`config.mk`:
```
export PLATFORM = sky130hd
export DESIGN_NAME = prbs7_pattern_gen
export DESIGN_NICKNAME = d
export VERILOG_FILES = /design/src/rtl/prbs7_pkg.sv /design/src/rtl/prbs7_step.sv /design/src/rtl/alt_pattern_div.sv /design/src/rtl/pattern_mode_fsm.sv /design/src/rtl/prbs7_pattern_gen.sv
export SDC_FILE = /design/constraint.sdc
export NUM_CORES = 1
export LEC_CHECK = 0
export BUFFER_PORTS_ARGS = -buffer_cell sky130_fd_sc_hd__buf_4
export CORE_MARGIN = 2
export CORE_UTILIZATION = 47
export CTS_CLUSTER_DIAMETER = 60
export CTS_CLUSTER_SIZE = 28
export DETAILED_ROUTE_END_ITERATION = 7
export GPL_TIMING_DRIVEN = 0
export PLACE_DENSITY_LB_ADDON = 0.3
export SYNTH_ARGS = -nofsm -noshare
export SYNTH_HDL_FRONTEND = slang
export SYNTH_HIERARCHICAL = 1
export SYNTH_SLANG_ARGS = --single-unit
```
`constraint.sdc`:
```
create_clock -name clk -period 7.3 [get_ports clk]
set_input_delay 0.73 -clock clk [delete_from_list [all_inputs] [get_ports clk]]
set_output_delay 0.73 -clock clk [all_outputs]
set_load 0.01 [all_outputs]
```
`src/rtl/prbs7_pkg.sv`:
```
package prbs7_pkg;
    localparam int           SR_LEN  = 7;
    localparam logic [6:0]   SR_SEED = 7'b1111111;

    typedef enum logic [1:0] {
        MODE_PRBS = 2'b00,
        MODE_ONES = 2'b01,
        MODE_ALT  = 2'b10,
        MODE_ZERO = 2'b11
    } pat_mode_e;

    typedef enum logic [2:0] {
        ST_IDLE,
        ST_PRBS,
        ST_ONES,
        ST_ALT,
        ST_ZERO
    } gen_state_e;
endpackage

```
`src/rtl/prbs7_step.sv`:
```
module prbs7_step #(
    parameter int WORD_W = 8
) (
    input  logic [6:0]        cur,
    output logic [WORD_W-1:0] word,
    output logic [6:0]        nxt
);
    // cur[k] is serial bit n+k; cur[0] is the oldest pending bit
    logic [6:0] walk;

    always_comb begin
        walk = cur;
        word = '0;
        for (int j = 0; j < WORD_W; j++) begin
            word[j] = walk[0];
            walk    = {walk[0] ^ walk[1], walk[6:1]};
        end
        nxt = walk;
    end
endmodule

```
`src/rtl/alt_pattern_div.sv`:
```
module alt_pattern_div #(
    parameter int TOGGLE_DIV = 65536
) (
    input  logic clk,
    input  logic rst,
    input  logic fire,
    input  logic fresh,
    output logic level
);
    localparam int CNT_W = (TOGGLE_DIV < 2) ? 1 : $clog2(TOGGLE_DIV);
    localparam logic [CNT_W-1:0] LAST = CNT_W'(TOGGLE_DIV - 1);

    logic [CNT_W-1:0] cnt_q;
    logic [CNT_W-1:0] cnt_cur;
    logic             lvl_q;

    always_comb begin
        level   = fresh ? 1'b1 : lvl_q;
        cnt_cur = fresh ? '0 : cnt_q;
    end

    always_ff @(posedge clk) begin
        if (rst) begin
            cnt_q <= '0;
            lvl_q <= 1'b1;
        end else if (fire) begin
            if (cnt_cur == LAST) begin
                cnt_q <= '0;
                lvl_q <= ~level;
            end else begin
                cnt_q <= cnt_cur + 1'b1;
                lvl_q <= level;
            end
        end
    end
endmodule

```
`src/rtl/pattern_mode_fsm.sv`:
```
module pattern_mode_fsm
    import prbs7_pkg::*;
(
    input  logic       clk,
    input  logic       rst,
    input  logic       en,
    input  logic [1:0] mode,
    output gen_state_e state_d,
    output logic       adv_sr,
    output logic       alt_fire,
    output logic       alt_fresh,
    output logic       emit
);
    gen_state_e state_q;

    always_comb begin
        if (!en) begin
            state_d = ST_IDLE;
        end else begin
            unique case (pat_mode_e'(mode))
                MODE_PRBS: state_d = ST_PRBS;
                MODE_ONES: state_d = ST_ONES;
                MODE_ALT:  state_d = ST_ALT;
                MODE_ZERO: state_d = ST_ZERO;
                default:   state_d = ST_IDLE;
            endcase
        end
    end

    always_ff @(posedge clk) begin
        if (rst) state_q <= ST_IDLE;
        else     state_q <= state_d;
    end

    always_comb begin
        adv_sr    = 1'b0;
        alt_fire  = 1'b0;
        alt_fresh = 1'b0;
        emit      = 1'b1;
        unique case (state_d)
            ST_IDLE: emit   = 1'b0;
            ST_PRBS: adv_sr = 1'b1;
            ST_ALT: begin
                alt_fire  = 1'b1;
                alt_fresh = (state_q != ST_ALT);
            end
            ST_ONES, ST_ZERO: ;
            default: emit = 1'b0;
        endcase
    end
endmodule

```
`src/rtl/prbs7_pattern_gen.sv`:
```
module prbs7_pattern_gen
    import prbs7_pkg::*;
#(
    parameter int WORD_W     = 8,
    parameter int TOGGLE_DIV = 65536
) (
    input  logic              clk,
    input  logic              rst,
    input  logic              en,
    input  logic [1:0]        mode,
    output logic [WORD_W-1:0] data,
    output logic              valid
);
    gen_state_e        state_d;
    logic              adv_sr, alt_fire, alt_fresh, emit;
    logic              alt_level;
    logic [6:0]        sr_q, sr_nxt;
    logic [WORD_W-1:0] prbs_word, word_d, data_q;
    logic              valid_q;

    pattern_mode_fsm u_fsm (
        .clk(clk), .rst(rst), .en(en), .mode(mode),
        .state_d(state_d), .adv_sr(adv_sr), .alt_fire(alt_fire),
        .alt_fresh(alt_fresh), .emit(emit)
    );

    prbs7_step #(.WORD_W(WORD_W)) u_step (
        .cur(sr_q), .word(prbs_word), .nxt(sr_nxt)
    );

    alt_pattern_div #(.TOGGLE_DIV(TOGGLE_DIV)) u_alt (
        .clk(clk), .rst(rst), .fire(alt_fire), .fresh(alt_fresh),
        .level(alt_level)
    );

    always_comb begin
        unique case (state_d)
            ST_PRBS: word_d = prbs_word;
            ST_ONES: word_d = '1;
            ST_ALT:  word_d = {WORD_W{alt_level}};
            ST_ZERO: word_d = '0;
            default: word_d = '0;
        endcase
    end

    always_ff @(posedge clk) begin
        if (rst) begin
            sr_q    <= SR_SEED;
            data_q  <= '0;
            valid_q <= 1'b0;
        end else begin
            if (adv_sr) sr_q <= sr_nxt;
            data_q  <= word_d;
            valid_q <= emit;
        end
    end

    assign data  = data_q;
    assign valid = valid_q;
endmodule

```
* Word-level counts from Yosys, hierarchy flattened
Cells that the tools add are included.
W data, S select, Z words.
** Word-level totals
- Register bits :: 36
- ROM bits :: 0
- Output and inout bits :: 9
- Memories kept :: 0
- Bits in writable memories :: 0
- Input bits :: 5
- Word-level logic and storage cells :: 38
- Latch bits :: 0
** Cells by class
- Equal/unequal tests :: 9
- Multipliers :: 0
- Bitwise operators :: 9
- $add $sub $neg :: 1
- $lt $le $gt $ge :: 0
- Reductions and logical operators :: 2
- Muxes and demuxes :: 11
- Div/mod/pow operators :: 0
- Shifts and indexed selects :: 0
** Operator list (count)
- $mux W16 :: 2
- $pmux W8 S3 :: 1
- $add A16 B1 Y16 const B :: 1
- $eq A16 B16 Y1 const B :: 1
- $pmux W3 S4 :: 1
- $xor A1 B1 Y1 :: 8
- $eq A3 B2 Y1 const B :: 2
- $mux W1 :: 6
- $eq A2 B2 Y1 const B :: 2
- $reduce_or A4 Y1 :: 1
- $eq A3 B1 Y1 const B :: 1
- $eq A3 B3 Y1 const B :: 1
- $mux W3 :: 1
- $ne A3 B2 Y1 const B :: 1
- $eq A2 B1 Y1 const B :: 1
- $logic_not A2 Y1 :: 1
- $not A1 Y1 :: 1

* Depth between registers and ports, before layout
Gate-level depths: netlist of run 1.
- Depth in word-level cells :: 8
- Gate-level depth with buffers :: 13
- Mapped depth without buffers :: 11

* By module
The synthesis of run 1 kept the hierarchy.
** By module, submodules not included
- alt_pattern_div :: seq. area each 340.3 um^2, times used 1, area an instance 992.2 um^2, cells an instance 131
- prbs7_pattern_gen :: seq. area each 320.3 um^2, times used 1, area an instance 598.1 um^2, cells an instance 55
- pattern_mode_fsm :: seq. area each 60.1 um^2, times used 1, area an instance 201.4 um^2, cells an instance 22
- prbs7_step :: seq. area each 0.0 um^2, times used 1, area an instance 137.6 um^2, cells an instance 15

* Worst setup path after synthesis of run 1
Ideal clock, no wire load.
- Kind :: input -> register
- Start :: in mode[0]
- End :: reg u_alt.cnt_q[6]
- Arrival time :: 3070 ps
- Buffers on the path :: 2
- Path slack :: 4164 ps
- Stages :: 13
- Path through :: inv_1 -> ha_1 -> o21ai_0 -> nor4b_1 -> clkbuf_1 -> clkbuf_1 -> nor2b_1 -> ha_1 -> and3_2 -> and3_1 -> o21ai_0 -> a22oi_1 -> nor2_1
** On the way
- Cells in the longest elaborated chain, start to end :: 8
** Ends and longest elaborated chain
- from (decl) :: line prbs7_pattern_gen.sv:10 : input logic [1:0] mode,
- $eq A2 B2 Y1 (tied with other cells) :: line pattern_mode_fsm.sv:20 : unique case (pat_mode_e'(mode))
- $pmux W3 S4 * :: line pattern_mode_fsm.sv:20
- $mux W3 * :: line pattern_mode_fsm.sv:17 : if (!en) begin
- $eq A3 B2 Y1 * :: line pattern_mode_fsm.sv:40 : unique case (state_d)
- $mux W1 * :: line pattern_mode_fsm.sv:40
- via alt_fresh :: line prbs7_pattern_gen.sv:15 : logic adv_sr, alt_fire, alt_fresh, emit;
- $mux W16 * :: line alt_pattern_div.sv:19 : cnt_cur = fresh ? '0 : cnt_q;
- $add A16 B1 Y16 or $eq A16 B16 Y1 (tied branches) :: line alt_pattern_div.sv:31, alt_pattern_div.sv:27
- $mux W16 * :: line alt_pattern_div.sv:27 : if (cnt_cur == LAST) begin
- to (signal assigned) :: line alt_pattern_div.sv:31 : cnt_q <= cnt_cur + 1'b1;
- to (decl) :: line alt_pattern_div.sv:13 : logic [CNT_W-1:0] cnt_q;
Mark *: on every way through the listed nets, which the timed path passes. The rest lies on a longest branch.
A chain may end at the register's enable or synchronous reset.

* Final worst setup path of run 1
- Start :: in mode[0]
- End :: reg u_alt.lvl_q
** On the way
- Cells in the longest elaborated chain, start to end :: 8
** Ends and longest elaborated chain
- $eq A2 B2 Y1 (tied with other cells) :: line pattern_mode_fsm.sv:20
- $pmux W3 S4 * :: line pattern_mode_fsm.sv:20
- $mux W3 * :: line pattern_mode_fsm.sv:17
- $eq A3 B2 Y1 * :: line pattern_mode_fsm.sv:40
- $mux W1 * :: line pattern_mode_fsm.sv:40
- via alt_fresh :: line prbs7_pattern_gen.sv:15
- $mux W16 or $mux W1 (tied branches) :: line alt_pattern_div.sv:19, alt_pattern_div.sv:18
- $eq A16 B16 Y1 or $not A1 Y1 (tied branches) :: line alt_pattern_div.sv:27, alt_pattern_div.sv:29
- $mux W1 * :: line alt_pattern_div.sv:27
- to (signal assigned) :: line alt_pattern_div.sv:29 : lvl_q <= ~level;
- to (signal assigned) :: line alt_pattern_div.sv:32 : lvl_q <= level;
- to (decl) :: line alt_pattern_div.sv:15 : logic lvl_q;
Marks and branches as above.

==> impl_metrics.py, run 1 <==
metrics = {
    "finish": {
        "design_area_sq_mm": 0.00218,
        "antenna_cells": 0,
        "fillerInstances": 403,
        "syn_to_final_growth_pct": 13.2,
        "final_util": 0.550,
        "final_cells": 294,
        "layout.nets": 252,
        "drive_above_1_share": 0.205,
    },
    "route": {
        "drt_iter0_drc": 81,
        "vias": 1590,
        "avgViaCountPerCell": 5.41,
        "antenna_left": 0,
        "post_drt_wl_per_cell_um": 13.0,
        "drt_pass1_iterations": 4,
        "drt_wl_total_um": 3820,
        "drc": 0,
    },
    "timing": {
        "rsz0062_at_grt": "false",
        "fin_skew_ps": 11.0,
        "fin_crit_ps": 3780,
        "maxSlewViolCount": 0,
        "hold_viol": 0,
        "holdWs_ps": 489,
        "timing.fmax_mhz": 265,
        "fin_crit_sh": 0.517,
        "setup_tns_ps": 0,
        "slew_headroom": 0.515,
        "tightest_slew_ps": 717,
        "setup_viol": 0,
        "setup_ws_ps": 3520,
    },
    "yosys": {
        "synthCells": 223,
        "synth_mux_area_frac": 0.0208,
        "yosys.area_share.simple": 0.291,
        "synth.area.top_cells": "dfxtp_1 37%, nand2_1 5.1%, nor2_1 3.9%",
        "synth_top_area_cell": "dfxtp_1",
        "synth_xor_xnor_area_share": 0.0441,
        "ys.warnings.count": 6,
        "mappedNetlistNets": 232,
        "ys.flop_type": "dfxtp_1",
        "yosysTopAreaCellShare": 0.374,
        "synth_edf_count": 0,
        "synth-async-reset-ratio": 0,
        "synth_seq_cells": 36,
        "syn_avg_cell_area_sq_um": 8.65,
        "synth_area_sq_mm": 0.00193,
        "synth_top_family_by_area": "simple AND/OR/NAND/NOR gates",
        "synthDistinctLibCells": 48,
        "synth_fa_ha_area_frac": 0.0259,
        "synth_compound_area_frac": 0.174,
        "ys_seq_area_frac": 0.374,
    },
    "global_route": {
        "grt_pass1_wl_um": 6470,
        "grtUsageTotal": 0.187,
        "grt_pass1_vias": 1463,
        "antenna_found_initial": 0,
        "grt.overflow.total": 0,
        "grt_max_degree": 12,
    },
    "critical_path": {
        "crit_type": "in -> reg",
        "crit_family": "simple AND/OR/NAND/NOR gates",
        "critPathMaxStageDelay_ps": 700,
        "rrSetupSlack_ps": 4200,
        "crit_path_max_fanout": 10,
        "slowest_stage": "nor4b_1",
        "cp-start-kind": "input port",
        "worstPathCellList": "buf_4 > inv_1 > ha_1 > o21ai_0 > nor4b_1 > clkbuf_1 > clkbuf_1 > nor2b_1 > ha_1 > nand4b_1 > nor2_1 > nand3_1 > nor3_1 > a211oi_1",
        "worst_ep_arrival_time_ps": 3980,
        "reg2regPathDepth": 11,
        "crit_buf_inv": 4,
        "path_depth": 14,
        "worstPathRequired_ps": 7500,
        "critPathCaptureType": "register",
    },
    "power": {
        "power.total_mw": 0.406,
        "max-vdd-ir-drop_v": 0.000127,
        "power.density_mw_per_mm2": 186,
        "p_leak_nw": 0.832,
    },
    "clocking": {
        "cts_setup_buffers": 0,
        "cts-root-buf": "clkbuf_8",
        "cts_buffer_depth": 2,
        "cts_tree": "built",
        "cts_hold_buf": 0,
        "cts_resized": 0,
        "cts_sinks": 36,
        "htree_num_levels": 2,
        "clk_pin_slew_ps": 80,
        "insertion_delay_ps": 290,
        "numCtsBuffers": 5,
    },
    "placement": {
        "place_area_sq_mm": 0.00209,
        "dp_hpwl_um": 2700,
        "port_buffers": 13,
        "gp_congestion": 0.813,
        "dp_slack_ps": 3210,
        "place_inst": 286,
    },
    "run": {
        "cap_violations": 0,
    },
    "die": {
        "start_util": 0.486,
        "core_area_sq_mm": 0.00397,
        "die_x_um": 68.1,
        "die_y_um": 68.1,
        "io_pins": 14,
        "die-area_sq_mm": 0.00463,
        "rows": 23,
    },
    "worst_hold_path": {
        "hold_path.class": "reg -> reg",
        "min_path_cells": 2,
    },
    "run_status": {
        "status": "complete, no violations",
    },
}
==> worst reg2reg max path, delay by kind of cell (launching register included) <==
| kind | cells | cell delay, ps |
|---|---|---|
| AO/OA/AOI/OAI | 1 | 220 |
| adder cells (fa/ha/maj) | 1 | 260 |
| buffers and inverters | 2 | 710 |
| flip-flops | 1 | 300 |
| AND/OR/NAND/NOR | 7 | 1530 |
==> synth_stat cells (2+ instances only) <==
master and n:
dfxtp_1 36, nand2_1 26, nor2_1 20, nor2b_1 10, o21ai_0 9, a21oi_2 8
buf_4 8, a21oi_1 7, a22oi_1 7, xor2_1 7, clkbuf_1 6, inv_1 6
nand3_1 6, a211o_1 4, a31oi_1 4, ha_1 4, mux2i_1 4, nand2b_1 4
nand4b_1 4, nor3_1 4, a211o_2 3, nor4_1 3, or3_1 3, and2_1 2
and3_1 2, and3b_1 2, buf_6 2, nor4b_1 2
==> cell usage in the layout, fill, tap and decap left out, types with 3 or more instances in the layout <==
master / n
dfxtp_1: 36
nand2_1: 26
buf_4: 21
nor2_1: 20
nor2b_1: 10
o21ai_0: 9
a21oi_2: 8
clkbuf_1: 7
a21oi_1: 7
a22oi_1: 7
xor2_1: 7
inv_1: 6
clkbuf_8: 6
nand3_1: 6
a211o_1: 4
nand2b_1: 4
nand4b_1: 4
a31oi_1: 4
mux2i_1: 4
nor3_1: 4
ha_1: 4
a211o_2: 3
nor4_1: 3
or3_1: 3
==> power breakdown <==
part | internal, mW | switching, mW
clock | 0.0767 | 0.0703
combinational | 0.0248 | 0.0263
sequential | 0.203 | 0.00473
total | 0.305 | 0.101
==> routing by layer <==
metal / GRT usage / routed length (um) / share of wire
met5: 0 / 0 / 0
met4: 0.0625 / 47 / 0.012
met3: 0.0543 / 127 / 0.033
met2: 0.318 / 1870 / 0.49
met1: 0.225 / 1780 / 0.47
==> final cells by class <==
cell class              instances  area (sq um)  share of cell area
clock buffers                   7          86.3              0.0395
inverters                       6          22.5              0.0103
repair buffers                 13          97.6              0.0447
flip-flops and latches         36           721               0.330
well taps                      50          62.6              0.0287
multi-input cells             163          1070               0.491
plain buffers                  18           114              0.0521
clock inverters                 1          7.51             0.00344
==> state kept, by name, summed over array words and instances (netlist names) <==
name / cells
u_fsm/state_q: 3
valid: 1
u_alt/cnt_q: 16
u_alt/lvl_q: 1
sr_q: 7
data: 8
==> final timing paths <==
path | endpoint | start
worst max-delay path | u_alt/lvl_q$_SDFFE_PP1P_ | mode[0]
worst min-delay path | u_alt/cnt_q[0]$_SDFFE_PP0P_ | u_alt/cnt_q[0]$_SDFFE_PP0P_
worst max register to register | u_alt/lvl_q$_SDFFE_PP1P_ | u_fsm/state_q[2]$_SDFF_PP0_
worst min register to register | u_alt/cnt_q[0]$_SDFFE_PP0P_ | u_alt/cnt_q[0]$_SDFFE_PP0P_
==> logic make-up (layout without fill, tap and decap cells) <==
logic type | after synthesis | after routing
XOR/XNOR | 8 | 8
adder cells (fa/ha/maj) | 4 | 4
AO/OA/AOI/OAI | 47 | 47
flip-flops | 36 | 36
buffers and inverters | 24 | 45
AND/OR/NAND/NOR | 100 | 100
multiplexers | 4 | 4
No activity file was read; power rests on OpenSTA's default activity.
==> inputs of run 2 (changes only) <==
Clock period 7.3 ns to 3.6 ns, I/O delays scaled along.
==> run 2 against run 1 <==
Net effect: power grew 100%; sequential share of layout area shrank 0.094 points; clock skew is essentially flat; die area is the same; final cell count is the same; sequential power grew 100%; largest cell class unchanged; highest routed layer unchanged.
==> impl_metrics.py, run 2 (synthesis gave the netlist of run 1 again) <==
metrics = {
    "run_status": {
        "status": "complete, no violations",
    },
    "power": {
        "max-vdd-ir-drop_v": 0.000258,
        "p_sw_mw": 0.206,
        "p_leak_nw": 0.833,
        "combPwrFrac": 0.126,
        "swShare": 0.250,
        "power.total_mw": 0.825,
        "clockPowerShare": 0.362,
        "power_frac_seq": 0.512,
        "internal_power_mw": 0.619,
        "power.density_mw_per_mm2": 377,
    },
    "timing": {
        "slew_headroom": 0.583,
        "fin_crit_ps": 3260,
        "maxSlewViolCount": 0,
        "timing.fmax_mhz": 307,
        "rsz0062_at_grt": "false",
        "setup_tns_ps": 0,
        "fin_skew_ps": 10.8,
        "tightest_slew_ps": 619,
        "fin_crit_sh": 0.906,
        "setup_viol": 0,
        "hold_viol": 0,
    },
    "finish": {
        "syn_to_final_growth_pct": 13.5,
        "final_util": 0.551,
        "antenna_cells": 0,
        "final_common_cell": "dfxtp_1",
        "top_register": "u_alt/cnt_q",
        "largest_reg_flops": 16,
        "design_area_sq_mm": 0.00219,
        "final_cell_mix": "36 x dfxtp_1, 26 x nand2_1, 21 x buf_4",
        "drive_above_1_share": 0.209,
        "layout.nets": 252,
    },
    "clocking": {
        "numCtsBuffers": 5,
        "htree_num_levels": 2,
        "cts-root-buf": "clkbuf_8",
        "insertion_delay_ps": 290,
        "cts_setup_buffers": 0,
        "cts_hold_buf": 0,
        "cts_resized": 0,
        "cts_tree": "built",
        "cts_buffer_depth": 2,
        "clk_pin_slew_ps": 70,
        "cts_sinks": 36,
    },
    "critical_path": {
        "rrSetupSlack_ps": 720,
        "crit_path_max_fanout": 10,
        "r2r_end": "u_alt/lvl_q$_SDFFE_PP1P_",
        "crit_type": "in -> reg",
        "critPathCaptureType": "register",
        "worst_ep_arrival_time_ps": 3410,
        "r2r_start": "u_fsm/state_q[2]$_SDFF_PP0_",
        "worstPathRequired_ps": 3750,
        "reg2regPathDepth": 11,
        "cp-start-kind": "input port",
    },
    "route": {
        "drt_iter0_drc": 83,
        "vias": 1585,
        "wl_met1_um": 1780,
        "avgViaCountPerCell": 5.39,
        "drc": 0,
        "post_drt_wl_per_cell_um": 13.0,
        "wl_met3_um": 117,
        "antenna_left": 0,
        "wl_met2_um": 1880,
        "dr.max_layer_used": "met4",
        "drt_wl_total_um": 3810,
        "drt_pass1_iterations": 5,
    },
    "worst_hold_path": {
        "min_path_cells": 2,
        "hold_end": "u_fsm/state_q[0]$_SDFF_PP0_",
        "hold_path.class": "in -> reg",
        "hp-start": "rst",
    },
    "global_route": {
        "grt.overflow.total": 0,
        "grtUsageTotal": 0.187,
        "grt_max_degree": 12,
        "grt_pass1_wl_um": 6470,
        "antenna_found_initial": 0,
        "grt_pass1_vias": 1463,
    },
    "placement": {
        "dp_hpwl_um": 2700,
        "gp_congestion": 0.813,
        "place_area_sq_mm": 0.00209,
        "port_buffers": 13,
    },
    "die": {
        "start_util": 0.486,
        "die-area_sq_mm": 0.00463,
        "core_area_sq_mm": 0.00397,
        "rows": 23,
        "die_x_um": 68.1,
        "die_y_um": 68.1,
        "io_pins": 14,
    },
    "run": {
        "cap_violations": 0,
    },
}
==> run 2: metal layers <==
layer | vias up | global-route usage
li1 | 814 | -
met1 | 747 | 0.225
met2 | 22 | 0.318
met3 | 2 | 0.0543
met4 | 0 | 0.0625
met5 | - | 0
==> run 2: per-stage QoR <==
stage | hold slack (ps) | worst slack [ps] | instances
3_5_place_dp | 473 | -121 | 286
5_1_grt | 278 | 28.7 | 294
3_3_place_gp | 467 | -115 | 286
6_report | 275 | 338 | 294
4_1_cts | 273 | 167 | 294
2_1_floorplan | 432 | 834 | 223
==> run 2: worst max-delay path by stage <==
| stage | startpoint | end | slack (ps) | cells past startpoint |
|---|---|---|---|---|
| after floorplan | mode[0] | u_alt/cnt_q[6]$_SDFFE_PP0P_ | 830 | 13 |
| after global placement | mode[0] | u_alt/lvl_q$_SDFFE_PP1P_ | -110 | 14 |
| after detailed placement | mode[0] | u_alt/lvl_q$_SDFFE_PP1P_ | -120 | 14 |
| after CTS | mode[0] | u_alt/lvl_q$_SDFFE_PP1P_ | 170 | 14 |
| after global routing | mode[0] | u_alt/lvl_q$_SDFFE_PP1P_ | 30 | 14 |
| final | mode[0] | u_alt/lvl_q$_SDFFE_PP1P_ | 340 | 14 |
==> run 2: power groups by stage <==
stage | clock (mW) | combinational, mW | sequential (mW)
final | 0.298 | 0.104 | 0.422
after CTS | 0.309 | 0.105 | 0.422
after global routing | 0.326 | 0.117 | 0.424
after floorplan | 0 | 0.0697 | 0.433
after detailed placement | 0 | 0.104 | 0.431
after global placement | 0 | 0.102 | 0.431
==> run 2: final cells by class <==
type / instances / area [sq um]
flip-flops and latches: 36 / 721
plain buffers: 18 / 114
fillers: 401 / 1780
well taps: 50 / 62.6
inverters: 6 / 22.5
clock buffers: 7 / 86.3
multi-input cells: 163 / 1080
clock inverters: 1 / 7.51
repair buffers: 13 / 97.6
==> run 2: worst max-delay path, cell delays in order <==
cell      delay (ps)
buf_4             80
inv_1             50
ha_1             210
o21ai_0          520
nor4b_2          170
clkbuf_1         250
clkbuf_1         240
nor2b_1          150
ha_1             250
nand4b_1         150
nor2_1           220
nand3_1          390
nor3_1           300
a211oi_1          70
==> inputs of run 3 (changes only) <==
Settings changed: SETUP_SLACK_MARGIN set to 0.4, SYNTH_HIERARCHICAL 1 to not set.
==> run 3 against run 2 <==
Net effect: area after synthesis fell by 11%; wire length fell by 10%; clock power fell by 7.7%; via count fell by 7.5%; sequential power fell by 2%; flip-flop and latch count did not move; non-clock buffer count fell by 8; final area fell by 11%; register-to-register slack barely moved; count of clock-buffer cells in the layout fell by 1.
==> impl_metrics.py, run 3 <==
metrics = {
    "finish": {
        "fillerInstances": 326,
        "largest_reg_flops": 16,
        "antenna_cells": 0,
        "drive_above_1_share": 0.131,
        "layout.nets": 229,
        "final_common_cell": "dfxtp_1",
        "top_register": "u_alt.cnt_q",
        "seq_area_sq_um": 721,
        "syn_to_final_growth_pct": 13.8,
        "final_cell_mix": "36 x dfxtp_1, 33 x nand2_1, 19 x a21oi_1",
        "final_util": 0.572,
        "final_cells": 268,
        "multi_input_area_sq_um": 915,
    },
    "clocking": {
        "htree_num_levels": 2,
        "cts_sinks": 36,
        "clk_pin_slew_ps": 100,
        "cts_buffer_depth": 2,
        "cts_tree": "built",
        "numCtsBuffers": 5,
        "cts-root-buf": "clkbuf_4",
        "cts_hold_buf": 0,
        "insertion_delay_ps": 340,
    },
    "yosys": {
        "yosysTopAreaCellShare": 0.420,
        "synth.area.top_cells": "dfxtp_1 42%, nand2_1 7.2%, a21oi_1 5.5%",
        "ys_seq_area_frac": 0.420,
        "synth_xor_xnor_area_share": 0.0510,
        "synth_top_family_by_area": "simple AND/OR/NAND/NOR gates",
        "synth-async-reset-ratio": 0,
        "synthCells": 201,
        "ys.flop_type": "dfxtp_1",
        "synth_seq_cells": 36,
        "yosys.area_share.simple": 0.235,
        "synth_edf_count": 0,
        "synth_fa_ha_area_frac": 0.0219,
        "ys.warnings.count": 0,
        "synth_top_area_cell": "dfxtp_1",
        "synth_mux_area_frac": 0,
        "synth_common_cells": "36 x dfxtp_1, 33 x nand2_1, 19 x a21oi_1",
        "mappedNetlistNets": 209,
        "synth_compound_area_frac": 0.222,
        "yosysMostFrequentCell": "dfxtp_1",
        "synth_area_sq_mm": 0.00172,
        "syn_avg_cell_area_sq_um": 8.54,
        "synthDistinctLibCells": 42,
    },
    "worst_hold_path": {
        "min_path_cells": 2,
        "hold_end": "u_fsm.state_q[0]$_SDFF_PP0_",
        "hold_path.class": "in -> reg",
        "hp-start": "mode[0]",
    },
    "run": {
        "cap_violations": 0,
    },
    "critical_path": {
        "rrSetupSlack_ps": 720,
        "worstPathRequired_ps": 3850,
        "reg2regPathDepth": 12,
        "r2r_start": "u_fsm.state_q[2]$_SDFF_PP0_",
        "crit_family": "simple AND/OR/NAND/NOR gates",
        "worstPathCellList": "buf_4 > inv_1 > ha_1 > and3b_1 > buf_6 > nand2_1 > clkbuf_1 > and2_1 > ha_1 > nand3_1 > nor2_4 > a311oi_4 > buf_6 > a41oi_2 > a311oi_2",
        "critPathCaptureType": "register",
        "cp-start-kind": "input port",
        "crit_path_max_fanout": 10,
        "r2r_end": "u_alt.cnt_q[3]$_SDFFE_PP0P_",
        "critPathMaxStageDelay_ps": 380,
        "worst_ep_arrival_time_ps": 3180,
        "slowest_stage": "a311oi_4",
        "crit_type": "in -> reg",
        "crit_buf_inv": 5,
    },
    "power": {
        "p_leak_nw": 0.708,
        "max-vdd-ir-drop_v": 0.000290,
        "power.density_mw_per_mm2": 389,
        "power.total_mw": 0.759,
    },
    "placement": {
        "gp_congestion": 0.839,
        "dp_hpwl_um": 2360,
        "place_inst": 260,
        "port_buffers": 13,
    },
    "route": {
        "drt_wl_total_um": 3420,
        "vias": 1466,
        "post_drt_wl_per_cell_um": 12.8,
        "drt_pass1_iterations": 4,
        "drc": 0,
        "avgViaCountPerCell": 5.47,
        "antenna_left": 0,
        "drt_iter0_drc": 53,
    },
    "timing": {
        "setup_tns_ps": 0,
        "setup_viol": 0,
        "maxSlewViolCount": 0,
        "fin_crit_sh": 0.815,
        "rsz0062_at_grt": "false",
        "fin_crit_ps": 2940,
        "slew_headroom": 0.239,
        "fin_skew_ps": 10.0,
        "timing.fmax_mhz": 341,
        "hold_viol": 0,
        "tightest_slew_ps": 1120,
    },
    "die": {
        "die_x_um": 64.4,
        "die-area_sq_mm": 0.00415,
        "rows": 21,
        "die_y_um": 64.4,
        "io_pins": 14,
        "start_util": 0.503,
        "core_area_sq_mm": 0.00342,
    },
    "global_route": {
        "grt.overflow.total": 0,
        "grt_pass1_vias": 1345,
        "grt_max_degree": 12,
        "grt_pass1_wl_um": 6130,
        "antenna_found_initial": 0,
        "grtUsageTotal": 0.189,
    },
    "run_status": {
        "status": "complete, no violations",
    },
}
## run 3: cell types whose count changed in the layout (fill, tap and decap cells not counted), moves of 6 or more
cell / change
xnor2_1: +9
a21oi_2: -8
o211ai_1: +8
nor2_1: -9
nand2_1: +7
nor2b_1: -9
buf_4: -8
nand4_1: +8
xor2_1: -6
clkbuf_8: -6
a21oi_1: +12
## run 3: power breakdown
group / switching [mW] / leakage, nW / internal, mW / total (mW)
combinational: 0.0406 / 0.374 / 0.0294 / 0.0700
clock: 0.130 / 0.0422 / 0.146 / 0.275
sequential: 0.00709 / 0.292 / 0.407 / 0.414
## run 3: stage by stage
stage | setup slack (ps) | hold slack (ps) | area, sq um
final | 664 | 213 | 1950
after detailed placement | 278 | 476 | 1870
after CTS | 619 | 202 | 1950
after global placement | 297 | 474 | 1870
after floorplan | 828 | 428 | 1720
after global routing | 483 | 201 | 1950
## run 3: worst reg2reg max path, cell delays in order, from the launching register on
cell and delay (ps):
dfxtp_1 300, nand3b_1 310, nand2_1 250, clkbuf_1 360, nand2_1 130, inv_1 80
ha_1 190, nand3_1 200, nor2_4 290, a311oi_4 180, buf_6 200, a41oi_2 210
a311oi_2 70
## run 3: what timing repair did
action | 4_1_cts | 5_1_grt
resized for setup | 0 | 1
buffers inserted | 0 | 0
endpoints found under the setup margin | 0 | 1
## run 3: cells by family (layout without fill, tap and decap cells)
group / count (synthesis) / after routing
buffers and inverters: 17 / 38
adder cells (fa/ha/maj): 3 / 3
AO/OA/AOI/OAI: 54 / 54
flip-flops: 36 / 36
XOR/XNOR: 10 / 10
AND/OR/NAND/NOR: 81 / 81
## run 3: how the worst max path moves through the flow
| stage | startpoint | end | cells after the start |
|---|---|---|---|
| after floorplan | mode[0] | u_alt.cnt_q[14]$_SDFFE_PP0P_ | 13 |
| after global placement | mode[0] | u_alt.cnt_q[3]$_SDFFE_PP0P_ | 15 |
| after detailed placement | mode[0] | u_alt.cnt_q[9]$_SDFFE_PP0P_ | 14 |
| after CTS | u_fsm.state_q[2]$_SDFF_PP0_ | u_alt.cnt_q[3]$_SDFFE_PP0P_ | 12 |
| after global routing | mode[0] | u_alt.cnt_q[9]$_SDFFE_PP0P_ | 15 |
| final | mode[0] | u_alt.cnt_q[3]$_SDFFE_PP0P_ | 15 |
## run 3: layout make-up
class,instances,share of cell area
Buffer,10,0.0307
Clock buffer,6,0.0211
Clock inverter,2,0.0179
Inverter,7,0.0135
Multi-Input combinational cell,148,0.468
Sequential cell,36,0.369
Tap cell,46,0.0295
Timing Repair Buffer,13,0.0500
## run 3: routing by layer
layer,GRT usage,wire length (um)
met2,0.284,1500
met5,0,0
met3,0.0382,109
met4,0.0771,61
met1,0.264,1750
